File: src/rtl/vr_pkg.sv
package vr_pkg;

  // control byte of a voice; the bit order is what software sees
  typedef struct packed {
    logic pend;      // 7
    logic dir;       // 6: 0 = rising
    logic ien;       // 5
    logic bidir;     // 4
    logic loop;      // 3
    logic roll;      // 2
    logic stop_req;  // 1
    logic stopped;   // 0
  } vr_ctrl_t;

  localparam logic [7:0] RD_FLAG   = 8'h80;
  localparam logic [7:0] IDX_RATE  = 8'h06;
  localparam logic [7:0] IDX_LO    = 8'h07;
  localparam logic [7:0] IDX_HI    = 8'h08;
  localparam logic [7:0] IDX_VOL   = 8'h09;
  localparam logic [7:0] IDX_CTRL  = 8'h0D;
  localparam logic [7:0] IDX_SRC   = 8'h0F;

  localparam int VOL_W   = 12;
  localparam int BND_W   = 8;
  localparam int AMT_W   = 6;
  localparam int SEL_W   = 2;
  localparam int DIV_SH  = 3;
  localparam int CNT_W   = DIV_SH * ((1 << SEL_W) - 1);

endpackage

File: src/rtl/vr_rst_sync.sv
module vr_rst_sync #(
  parameter int STAGES = 2
) (
  input  logic clk,
  input  logic rst_n,
  output logic rst_sync_n
);
  logic [STAGES-1:0] sh_q;
  logic [STAGES-1:0] sh_d;

  always_comb sh_d = {sh_q[STAGES-2:0], 1'b1};

  always_ff @(posedge clk or negedge rst_n) begin
    if (!rst_n) sh_q <= '0;
    else        sh_q <= sh_d;
  end

  assign rst_sync_n = sh_q[STAGES-1];
endmodule

File: src/rtl/vr_prescale.sv
module vr_prescale #(
  parameter int CNT_W = 9,
  parameter int SEL_W = 2,
  parameter int DIV_SH = 3
) (
  input  logic             clk,
  input  logic             rst_n,
  input  logic             clr,
  input  logic             adv,
  input  logic [SEL_W-1:0] sel,
  output logic             tick
);
  logic [CNT_W-1:0] cnt_q, cnt_d, mask;
  logic             cnt_en;

  always_comb begin
    mask   = ~({CNT_W{1'b1}} << (DIV_SH * int'(sel)));
    tick   = ((cnt_q & mask) == '0);
    cnt_en = clr | adv;
    if (clr) cnt_d = '0;
    else     cnt_d = cnt_q + 1'b1;
  end

  always_ff @(posedge clk or negedge rst_n) begin
    if (!rst_n)      cnt_q <= '0;
    else if (cnt_en) cnt_q <= cnt_d;
  end
endmodule

File: src/rtl/vr_stepper.sv
module vr_stepper
  import vr_pkg::*;
#(
  parameter int VW = 12,
  parameter int BW = 8,
  parameter int AW = 6
) (
  input  logic [VW-1:0] vol,
  input  logic [AW-1:0] amt,
  input  logic [BW-1:0] lo,
  input  logic [BW-1:0] hi,
  input  vr_ctrl_t      ctrl_in,
  output logic [VW-1:0] vol_new,
  output vr_ctrl_t      ctrl_new,
  output logic          hit
);
  localparam int FW = VW - BW;

  logic [VW:0]   amt_x, sum, dif;
  logic [VW-1:0] raw;
  logic [BW-1:0] tgt, opp;
  logic          up;

  always_comb begin
    up    = ~ctrl_in.dir;
    amt_x = (VW + 1)'(amt);
    sum   = {1'b0, vol} + amt_x;
    dif   = {1'b0, vol} - amt_x;
    if (up) begin
      raw = sum[VW-1:0];
      hit = sum[VW] | (sum[VW-1:FW] >= hi);
      tgt = hi;
      opp = lo;
    end else begin
      raw = dif[VW-1:0];
      hit = dif[VW] | (dif[VW-1:FW] <= lo);
      tgt = lo;
      opp = hi;
    end

    ctrl_new = ctrl_in;
    vol_new  = raw;
    if (hit) begin
      if (ctrl_in.ien) ctrl_new.pend = 1'b1;
      if (ctrl_in.roll) begin
        vol_new = raw;
      end else if (!ctrl_in.loop) begin
        vol_new          = {tgt, {FW{1'b0}}};
        ctrl_new.stopped = 1'b1;
      end else if (ctrl_in.bidir) begin
        vol_new      = {tgt, {FW{1'b0}}};
        ctrl_new.dir = ~ctrl_in.dir;
      end else begin
        vol_new = {opp, {FW{1'b0}}};
      end
    end
  end
endmodule

File: src/rtl/vr_irq_pick.sv
module vr_irq_pick #(
  parameter int N = 4,
  parameter int IDX_W = 2
) (
  input  logic [N-1:0]     pend,
  output logic             any,
  output logic [IDX_W-1:0] idx
);
  always_comb begin
    any = |pend;
    idx = '0;
    for (int i = N - 1; i >= 0; i--) begin
      if (pend[i]) idx = i[IDX_W-1:0];
    end
  end
endmodule

File: src/rtl/vol_ramp_gen.sv
module vol_ramp_gen
  import vr_pkg::*;
#(
  parameter  int NUM_VOICES = 4,
  localparam int VSEL_W = (NUM_VOICES > 1) ? $clog2(NUM_VOICES) : 1
) (
  input  logic              clk,
  input  logic              rst_n,
  input  logic              reg_wr,
  input  logic [7:0]        reg_idx,
  input  logic [VSEL_W-1:0] voice_sel,
  input  logic [15:0]       wr_data,
  output logic [15:0]       rd_data,
  input  logic              slot_stb,
  input  logic [VSEL_W-1:0] slot_voice,
  output logic [11:0]       vol_out,
  output logic              irq_out
);
  localparam int NV = NUM_VOICES;
  localparam int FW = VOL_W - BND_W;

  logic rst_q_n;

  logic [NV-1:0][7:0]       rate_q, rate_d, lo_q, lo_d, hi_q, hi_d;
  logic [NV-1:0][VOL_W-1:0] vol_q, vol_d;
  vr_ctrl_t [NV-1:0]        ctrl_q, ctrl_d;
  logic [VOL_W-1:0]         vol_out_q, vol_out_d;

  logic [NV-1:0] wr_hit_v, slot_v, adv_v, clr_v, tick_v, en_v;
  logic [NV-1:0] pend_v, stopped_v, stopreq_v;
  logic          wr_known;

  logic [VOL_W-1:0] st_vol;
  vr_ctrl_t         st_ctrl;
  logic             st_hit;

  logic              pick_any;
  logic [VSEL_W-1:0] pick_idx;

  vr_rst_sync #(.STAGES(2)) u_rst (
    .clk(clk), .rst_n(rst_n), .rst_sync_n(rst_q_n)
  );

  // register port decode
  always_comb begin
    wr_known = reg_wr && ((reg_idx == IDX_RATE) || (reg_idx == IDX_LO) ||
                          (reg_idx == IDX_HI) || (reg_idx == IDX_VOL) ||
                          (reg_idx == IDX_CTRL));
    for (int v = 0; v < NV; v++) begin
      wr_hit_v[v]  = wr_known && (voice_sel == VSEL_W'(v));
      clr_v[v]     = wr_hit_v[v] && (reg_idx == IDX_RATE);
      slot_v[v]    = slot_stb && (slot_voice == VSEL_W'(v)) && !wr_hit_v[v];
      adv_v[v]     = slot_v[v] && !ctrl_q[v].stopped && !ctrl_q[v].stop_req;
      en_v[v]      = wr_hit_v[v] || slot_v[v];
      pend_v[v]    = ctrl_q[v].pend;
      stopped_v[v] = ctrl_q[v].stopped;
      stopreq_v[v] = ctrl_q[v].stop_req;
    end
  end

  // one rate counter per voice
  for (genvar g = 0; g < NV; g++) begin : g_div
    vr_prescale #(.CNT_W(CNT_W), .SEL_W(SEL_W), .DIV_SH(DIV_SH)) u_div (
      .clk  (clk),
      .rst_n(rst_q_n),
      .clr  (clr_v[g]),
      .adv  (adv_v[g]),
      .sel  (rate_q[g][7:8-SEL_W]),
      .tick (tick_v[g])
    );
  end

  // a single step datapath, shared by the voices through the slot
  vr_stepper #(.VW(VOL_W), .BW(BND_W), .AW(AMT_W)) u_step (
    .vol     (vol_q[slot_voice]),
    .amt     (rate_q[slot_voice][AMT_W-1:0]),
    .lo      (lo_q[slot_voice]),
    .hi      (hi_q[slot_voice]),
    .ctrl_in (ctrl_q[slot_voice]),
    .vol_new (st_vol),
    .ctrl_new(st_ctrl),
    .hit     (st_hit)
  );

  vr_irq_pick #(.N(NV), .IDX_W(VSEL_W)) u_pick (
    .pend(pend_v), .any(pick_any), .idx(pick_idx)
  );

  // next state
  always_comb begin
    rate_d = rate_q;
    lo_d   = lo_q;
    hi_d   = hi_q;
    vol_d  = vol_q;
    ctrl_d = ctrl_q;
    for (int v = 0; v < NV; v++) begin
      if (wr_hit_v[v]) begin
        case (reg_idx)
          IDX_RATE: rate_d[v] = wr_data[7:0];
          IDX_LO:   lo_d[v]   = wr_data[7:0];
          IDX_HI:   hi_d[v]   = wr_data[7:0];
          IDX_VOL:  vol_d[v]  = wr_data[15:FW];
          IDX_CTRL: begin
            ctrl_d[v]      = vr_ctrl_t'(wr_data[7:0]);
            ctrl_d[v].pend = 1'b0;
          end
          default: ;
        endcase
      end else if (slot_v[v] && !ctrl_q[v].stopped) begin
        if (ctrl_q[v].stop_req) begin
          ctrl_d[v].stopped = 1'b1;
        end else if (tick_v[v]) begin
          vol_d[v]  = st_vol;
          ctrl_d[v] = st_ctrl;
        end
      end
    end
    vol_out_d = vol_d[slot_voice];
  end

  // state registers with written-out enables
  for (genvar g = 0; g < NV; g++) begin : g_reg
    always_ff @(posedge clk or negedge rst_q_n) begin
      if (!rst_q_n) begin
        rate_q[g] <= '0;
        lo_q[g]   <= '0;
        hi_q[g]   <= '0;
        vol_q[g]  <= '0;
        ctrl_q[g] <= vr_ctrl_t'(8'h01);
      end else if (en_v[g]) begin
        rate_q[g] <= rate_d[g];
        lo_q[g]   <= lo_d[g];
        hi_q[g]   <= hi_d[g];
        vol_q[g]  <= vol_d[g];
        ctrl_q[g] <= ctrl_d[g];
      end
    end
  end

  always_ff @(posedge clk or negedge rst_q_n) begin
    if (!rst_q_n)      vol_out_q <= '0;
    else if (slot_stb) vol_out_q <= vol_out_d;
  end

  // read side
  always_comb begin
    case (reg_idx)
      IDX_RATE | RD_FLAG: rd_data = {8'h00, rate_q[voice_sel]};
      IDX_LO   | RD_FLAG: rd_data = {8'h00, lo_q[voice_sel]};
      IDX_HI   | RD_FLAG: rd_data = {8'h00, hi_q[voice_sel]};
      IDX_VOL  | RD_FLAG: rd_data = {vol_q[voice_sel], {FW{1'b0}}};
      IDX_CTRL | RD_FLAG: rd_data = {8'h00, ctrl_q[voice_sel]};
      IDX_SRC  | RD_FLAG: rd_data = {8'h00, 1'b0, pick_any, 1'b0, 5'(pick_idx)};
      default:            rd_data = 16'h0000;
    endcase
  end

  assign vol_out = vol_out_q;
  assign irq_out = pick_any;

endmodule

File: config.mk
export PLATFORM = sky130hd
export DESIGN_NAME = vol_ramp_gen
export DESIGN_NICKNAME = d
export VERILOG_FILES = /design/src/rtl/vr_pkg.sv /design/src/rtl/vr_rst_sync.sv /design/src/rtl/vr_prescale.sv /design/src/rtl/vr_stepper.sv /design/src/rtl/vr_irq_pick.sv /design/src/rtl/vol_ramp_gen.sv
export SDC_FILE = /design/constraint.sdc
export NUM_CORES = 1
export LEC_CHECK = 0
export ABC_AREA = 1
export BUFFER_PORTS_ARGS = -buffer_cell sky130_fd_sc_hd__buf_2
export CAP_MARGIN = 0
export CORE_AREA = 2 2 118 235
export CTS_BUF_LIST = sky130_fd_sc_hd__clkbuf_8
export DETAILED_ROUTE_END_ITERATION = 16
export DIE_AREA = 0 0 120 237
export GPL_ROUTABILITY_DRIVEN = 0
export HOLD_SLACK_MARGIN = 0.08
export PLACE_DENSITY_LB_ADDON = 0.12
export SLEW_MARGIN = 20
export SYNTH_ARGS = -nofsm -noshare
export SYNTH_HDL_FRONTEND = slang
export SYNTH_HIERARCHICAL = 1
export SYNTH_SLANG_ARGS = --single-unit
File: constraint.sdc
create_clock -name clk -period 17.2 [get_ports clk]
set_input_delay 2.58 -clock clk [delete_from_list [all_inputs] [get_ports clk]]
set_output_delay 2.58 -clock clk [all_outputs]
set_load 0.01 [all_outputs]
== After elaboration in Yosys (flattened, before gate mapping) ==
Index checks and enable logic that the tools add are counted.

* Bits in registers: 226
* Word-level logic and storage cells: 288

* $add $sub $neg: 6
* Multipliers: 4
* Order comparisons: 4
* Equal/unequal tests: 25
* Shift operators: 4
* Muxes and demuxes: 88
* Bitwise operators: 15
* Reduce and logical (&&, ||, !) cells: 88

{| class="wikitable"
|+ Operators by type and width
! operator !! number
|-
| 2-to-1 mux 12 bit || 28
|-
| 2-to-1 mux 8 bit || 22
|-
| binary-select mux 8 bit (select 2 bit) || 8
|-
| left shift 9 x 32 -> 9 bit, first input constant || 4
|-
| one-hot mux 16 bit (6 select lines) || 1
|-
| binary-select mux 12 bit (select 2 bit) || 3
|-
| equality test 8 bit, second input constant || 6
|-
| AND reduction 3 bit || 16
|-
| adder 9 x 1 -> 9 bit, second input constant || 4
|-
| bitwise AND 9 bit || 4
|-
| zero test 9 bit || 4
|-
| 2-to-1 mux 9 bit || 4
|-
| NOT 9 bit || 4
|-
| 2-to-1 mux 7 bit || 4
|-
| logical AND 1 bit || 25
|-
| equality test 8 x 4 -> 1 bit, second input constant || 3
|-
| AND reduction 5 bit || 4
|-
| equality test 8 x 3 -> 1 bit, second input constant || 2
|-
| multiplier 2 x 2 -> 4 bit, first input constant || 4
|-
| != test 2 x 1 -> 1 bit, second input constant || 8
|-
| AND reduction 4 bit || 4
|-
| nonzero test 2 bit || 8
|-
| adder 12 x 6 -> 13 bit || 1
|-
| subtractor 12 x 6 -> 13 bit || 1
|-
| other kinds (15) || 62
|}

== Depth between registers and ports, before layout ==
* Depth after elaboration: 14
* Depth in mapped cells: 37
* Mapped depth without buffers: 34

== Hierarchy ==
Netlist, hierarchy kept.

{| class="wikitable"
|+ Modules (own cells, without submodules)
! module !! times used !! cells each !! area each (um^2)
|-
| vol_ramp_gen || 1 || 1649 || 11618.6
|-
| vr_prescale || 4 || 73 || 529.3
|-
| vr_stepper || 1 || 386 || 1999.4
|-
| vr_rst_sync || 1 || 3 || 53.8
|-
| vr_irq_pick || 1 || 9 || 46.3
|}

== Worst setup path before layout ==
OpenSTA, ideal clock, no wires.

* Path kind: input to register
* Start point: input port slot_voice[1]
* End point: register vol_out_q[0], in the netlist vol_out[0]
* Library setup time: 0.071 ns
* Data arrival time: 6.401 ns
* Data required time: 17.129 ns
* Setup slack: 10.728 ns
* Cell stages on the path: 32
* Path buffers: 2
* Cells stage by stage: nor2_2 clkbuf_1 a22oi_1 o221ai_1 inv_1 ha_1 fa_1 nand3b_1 nand2_1 nand2_1 nand2_1 xor2_1 inv_1 ha_1 nand2_1 nor2_1 a21oi_1 nand3_2 nand3_4 inv_2 buf_6 nor2_1 inv_1 o21ai_0 nand2_1 o21ai_0 inv_1 nand2_1 nand3_1 nand3_1 nor2_1 nor2_1

* Longest elaborated chain between the ends: 13
* Elaborated cells on any way between the ends: 55
* Classes of those cells: add/sub: 2; order compare: 2; eq/ne: 3; mux: 33; bitwise: 2; reduce/logical: 13

{| class="wikitable"
|+ RTL lines
! element !! RTL line !! source
|-
| start: declaration || vol_ramp_gen.sv:15 || <nowiki>input logic [VSEL_W-1:0] slot_voice,</nowiki>
|-
| binary-select mux 12 bit (select 2 bit) / binary-select mux 8 bit (select 2 bit) (equally long branches) || vol_ramp_gen.sv:75, vol_ramp_gen.sv:76 ||
|-
| 2-to-1 mux 12 bit (not written as such) / 2-to-1 mux 6 bit (equally long branches) || vol_ramp_gen.sv:75, vol_ramp_gen.sv:76 ||
|-
| adder 12 x 6 -> 13 bit / subtractor 12 x 6 -> 13 bit (equally long branches) || vr_stepper.sv:27, vr_stepper.sv:28 ||
|-
| greater-or-equal comparator 8 bit / less-or-equal comparator 8 bit (equally long branches) || vr_stepper.sv:31, vr_stepper.sv:36 ||
|-
| bitwise OR 1 bit, on equally long branches || vr_stepper.sv:31, vr_stepper.sv:36 ||
|-
| 2-to-1 mux 1 bit || vr_stepper.sv:29 || <nowiki>if (up) begin</nowiki>
|-
| 2-to-1 mux 12 bit (*) || vr_stepper.sv:43 || <nowiki>if (hit) begin</nowiki>
|-
| net st_vol[0] || vol_ramp_gen.sv:33 || <nowiki>logic [VOL_W-1:0] st_vol;</nowiki>
|-
| 2-to-1 mux 12 bit || vol_ramp_gen.sv:112 || <nowiki>end else if (tick_v[v]) begin</nowiki>
|-
| 2-to-1 mux 12 bit || vol_ramp_gen.sv:110 || <nowiki>if (ctrl_q[v].stop_req) begin</nowiki>
|-
| 2-to-1 mux 12 bit || vol_ramp_gen.sv:109 || <nowiki>end else if (slot_v[v] && !ctrl_q[v].stopped) begin</nowiki>
|-
| 2-to-1 mux 12 bit || vol_ramp_gen.sv:97 || <nowiki>if (wr_hit_v[v]) begin</nowiki>
|-
| binary-select mux 12 bit (select 2 bit) (*) || vol_ramp_gen.sv:118 || <nowiki>vol_out_d = vol_d[slot_voice];</nowiki>
|-
| 2-to-1 mux 12 bit (not written as such) (*) || vol_ramp_gen.sv:118 ||
|-
| end signal: assignment || vol_ramp_gen.sv:142 || <nowiki>else if (slot_stb) vol_out_q <= vol_out_d;</nowiki>
|-
| end: declaration || vol_ramp_gen.sv:27 || <nowiki>logic [VOL_W-1:0] vol_out_q, vol_out_d;</nowiki>
|}

The timed path passes the listed nets; every way through them passes the cells marked *. The select of a mux whose other input is x is not followed.
A chain may end at the register's enable or synchronous reset.

== Final worst setup path ==
* Start point: input port reg_idx[5]
* End point: output port rd_data[6]

* Longest elaborated chain between the ends: 2
* Elaborated cells on any way between the ends: 7
* Classes of those cells: eq/ne: 6; mux: 1

{| class="wikitable"
|+ RTL lines
! element !! RTL line !! source
|-
| start: declaration || vol_ramp_gen.sv:10 || <nowiki>input logic [7:0] reg_idx,</nowiki>
|-
| equality test 8 bit || vol_ramp_gen.sv:147 || <nowiki>case (reg_idx)</nowiki>
|-
| one-hot mux 16 bit (6 select lines) (*) || vol_ramp_gen.sv:147 ||
|-
| end: declaration || vol_ramp_gen.sv:13 || <nowiki>output logic [15:0] rd_data,</nowiki>
|}

Every way passes the cells marked *; elsewhere a longest branch is shown, timed or not.

==> reports/metrics.cfg <==
[route]
routedWlPerCell_um = 19.8
avgViaCountPerCell = 6.03
first_pass_iters = 7
drc = 0
final_antenna_net_count = 0
routed_wl_um = 53800
num_vias = 16400
drtIter0Drc = 1994

[worst_setup_path]
path_buf_inv = 3
critPathMaxFanout = 10
end_kind = primary output
slowest_delay_ps = 570
slowest_stage = a21oi_1
path_class = in2out
critical_path_required_ps = 14620
crit_arrival_ps = 5150
cp_cell_sequence = buf_2 > nor2_1 > nand3_1 > nor2_1 > clkinv_1 > a21oi_1 > nor3_1 > nand2_1 > buf_2
cp-start-kind = input port
path_delay_family = simple AND/OR/NAND/NOR gates

[logic_synthesis]
syn_area_mm2 = 0.0158
mappedNetlistNets = 2404
synth_cells = 2338
synth.avg_cell_area_um2 = 6.77
synth_warnings = 6

[cells_and_area]
final_cells = 2723
drive_above_1_share_pct = 8.80
area_delta_synth_final_pct = 7.47
nets = 2413

[clock_tree]
clock_latency_ps = 590
root_buffer = clkbuf_8
clock-sinks = 226
cts_inserted_buffers = 36
cts_hold_buf = 0
cts_buffer_depth = 3
path_clk_slew_ps = 60
cts_tree = done
cts_setup_buffers = 0
cts_resized = 0
htree_levels = 2

[sta]
setup_viol = 0
rsz0062_at_grt = no
post-route-period-util_pct = 45.0
worst_pin_slew_ps = 1090
maxSlewHeadroom_pct = 27.2
fin_skew_ps = 23.0
hold_violations = 0
report.final.slew_viol_count = 0
min_period_ps = 7730
fin_setup_tns_ps = 0
fmax_ghz = 0.129

[power_and_ir_drop]
p_clk_share_pct = 25.5
sw_frac_of_total_pct = 41.6
p_leak_nw = 8.72
p_int_w = 0.00110
p_seq_share_pct = 37.1
p_switching_w = 0.000788
combPwrFrac_pct = 37.4
p_per_area_mw_per_mm2 = 111
vdd_drop_max_uv = 91.6

[grt]
grt_pass1_wl_um = 84500
grt_usage_pct = 38.2
grt_overflow = 0
grt_start_max_net_pins = 62
antenna_found_initial = 1
grt_pass1_vias = 15300

[worst_hold_path]
hp-class = reg2reg

[floorplan]
die_area_mm2 = 0.0284
dieWidth_um = 120
start_util_pct = 59.3
core_area_mm2 = 0.0267
die_h_um = 237
fp-row-count = 85
io_pins = 61

[outcome]
status = complete, no violations

[place]
port_buffers = 60
place_inst = 2657
dp_hpwl_um = 36100

[job]
cap_violations = 0

## final timing paths
path / startpoint / to / slack (ps) / cells after the start
setup / recovery: reg_idx[5] / rd_data[6] / 9470 / 9
hold / removal: u_rst/sh_q[0] / u_rst/sh_q[1] / 360 / 0
setup reg to reg: rate_q[5] / vol_out[0] / 12560 / 29
hold reg to reg: u_rst/sh_q[0] / u_rst/sh_q[1] / 360 / 0
max in group asynchronous: u_rst/sh_q[1] / g_div[1].u_div/cnt_q[5] / 14780 / 2
min in group asynchronous: u_rst/sh_q[1] / vol_q[21] / 410 / 0
## cell usage in the layout (no fill, tap or decap), drive strengths merged, types with 2 or more instances in the layout
master,n
a22oi,65
and2,19
a221oi,16
and3,4
nor3,22
o221ai,55
dfstp,4
nand3,124
inv,374
a31oi,6
o21bai,6
nand3b,8
nor2,193
a21oi,58
o21ai,238
fa,2
nand2,687
o22ai,38
xor2,7
clkinvlp,2
clkinv,10
nand4,42
buf,77
clkbuf,47
o2111ai,2
ha,32
dfrtp,222
or2,3
a22o,2
## layout make-up
| type | instances | area, um2 |
|---|---|---|
| diodes | 1 | 2.50 |
| flip-flops and latches | 226 | 5660 |
| fillers | 2517 | 9680 |
| repair buffers | 77 | 428 |
| multi-input cells | 1638 | 8360 |
| inverters | 368 | 1380 |
| clock inverters | 18 | 97.6 |
| well taps | 348 | 435 |
| clock buffers | 47 | 647 |
## metrics by stage
stage	util [%]	setup WS (ps)	cell area [um2]	total power [W]	hold WS, ps
floorplan	-	10440	15800	0.00122	331
global placement	60.9	9370	16300	0.00138	341
detailed placement	60.9	9310	16300	0.00139	344
CTS	63.7	9610	17000	0.00188	361
global route	63.7	9310	17000	0.00202	366
finish	63.7	9470	17000	0.00189	357
## routing by layer
layer / vias to the layer above / track usage [%] / share of wire, % / wire length, um
met5: - / 0 / 0 / 0
met4: 0 / 25.7 / 7.8 / 4220
met3: 217 / 6.31 / 10 / 5580
met2: 1006 / 57.2 / 44 / 23600
met1: 7530 / 50.4 / 38 / 20400
li1: 7669 / - / - / -
## sequential cells by signal, summed over array words and instances, names as in the netlist
name	flops
ctrl_q	32
g_div.u_div/cnt_q	36
hi_q	32
vol_out	12
rate_q	32
u_rst/sh_q	2
vol_q	48
lo_q	32
## power by group through the flow
| stage | clock network [W] | logic [W] | registers (W) |
|---|---|---|---|
| floorplan | 0 | 0.000521 | 0.000694 |
| global placement | 0 | 0.000675 | 0.000706 |
| detailed placement | 0 | 0.000685 | 0.000706 |
| CTS | 0.000491 | 0.000691 | 0.000698 |
| global route | 0.000513 | 0.000798 | 0.000711 |
| finish | 0.000483 | 0.000708 | 0.000701 |
(Power assumes the default switching activity.)
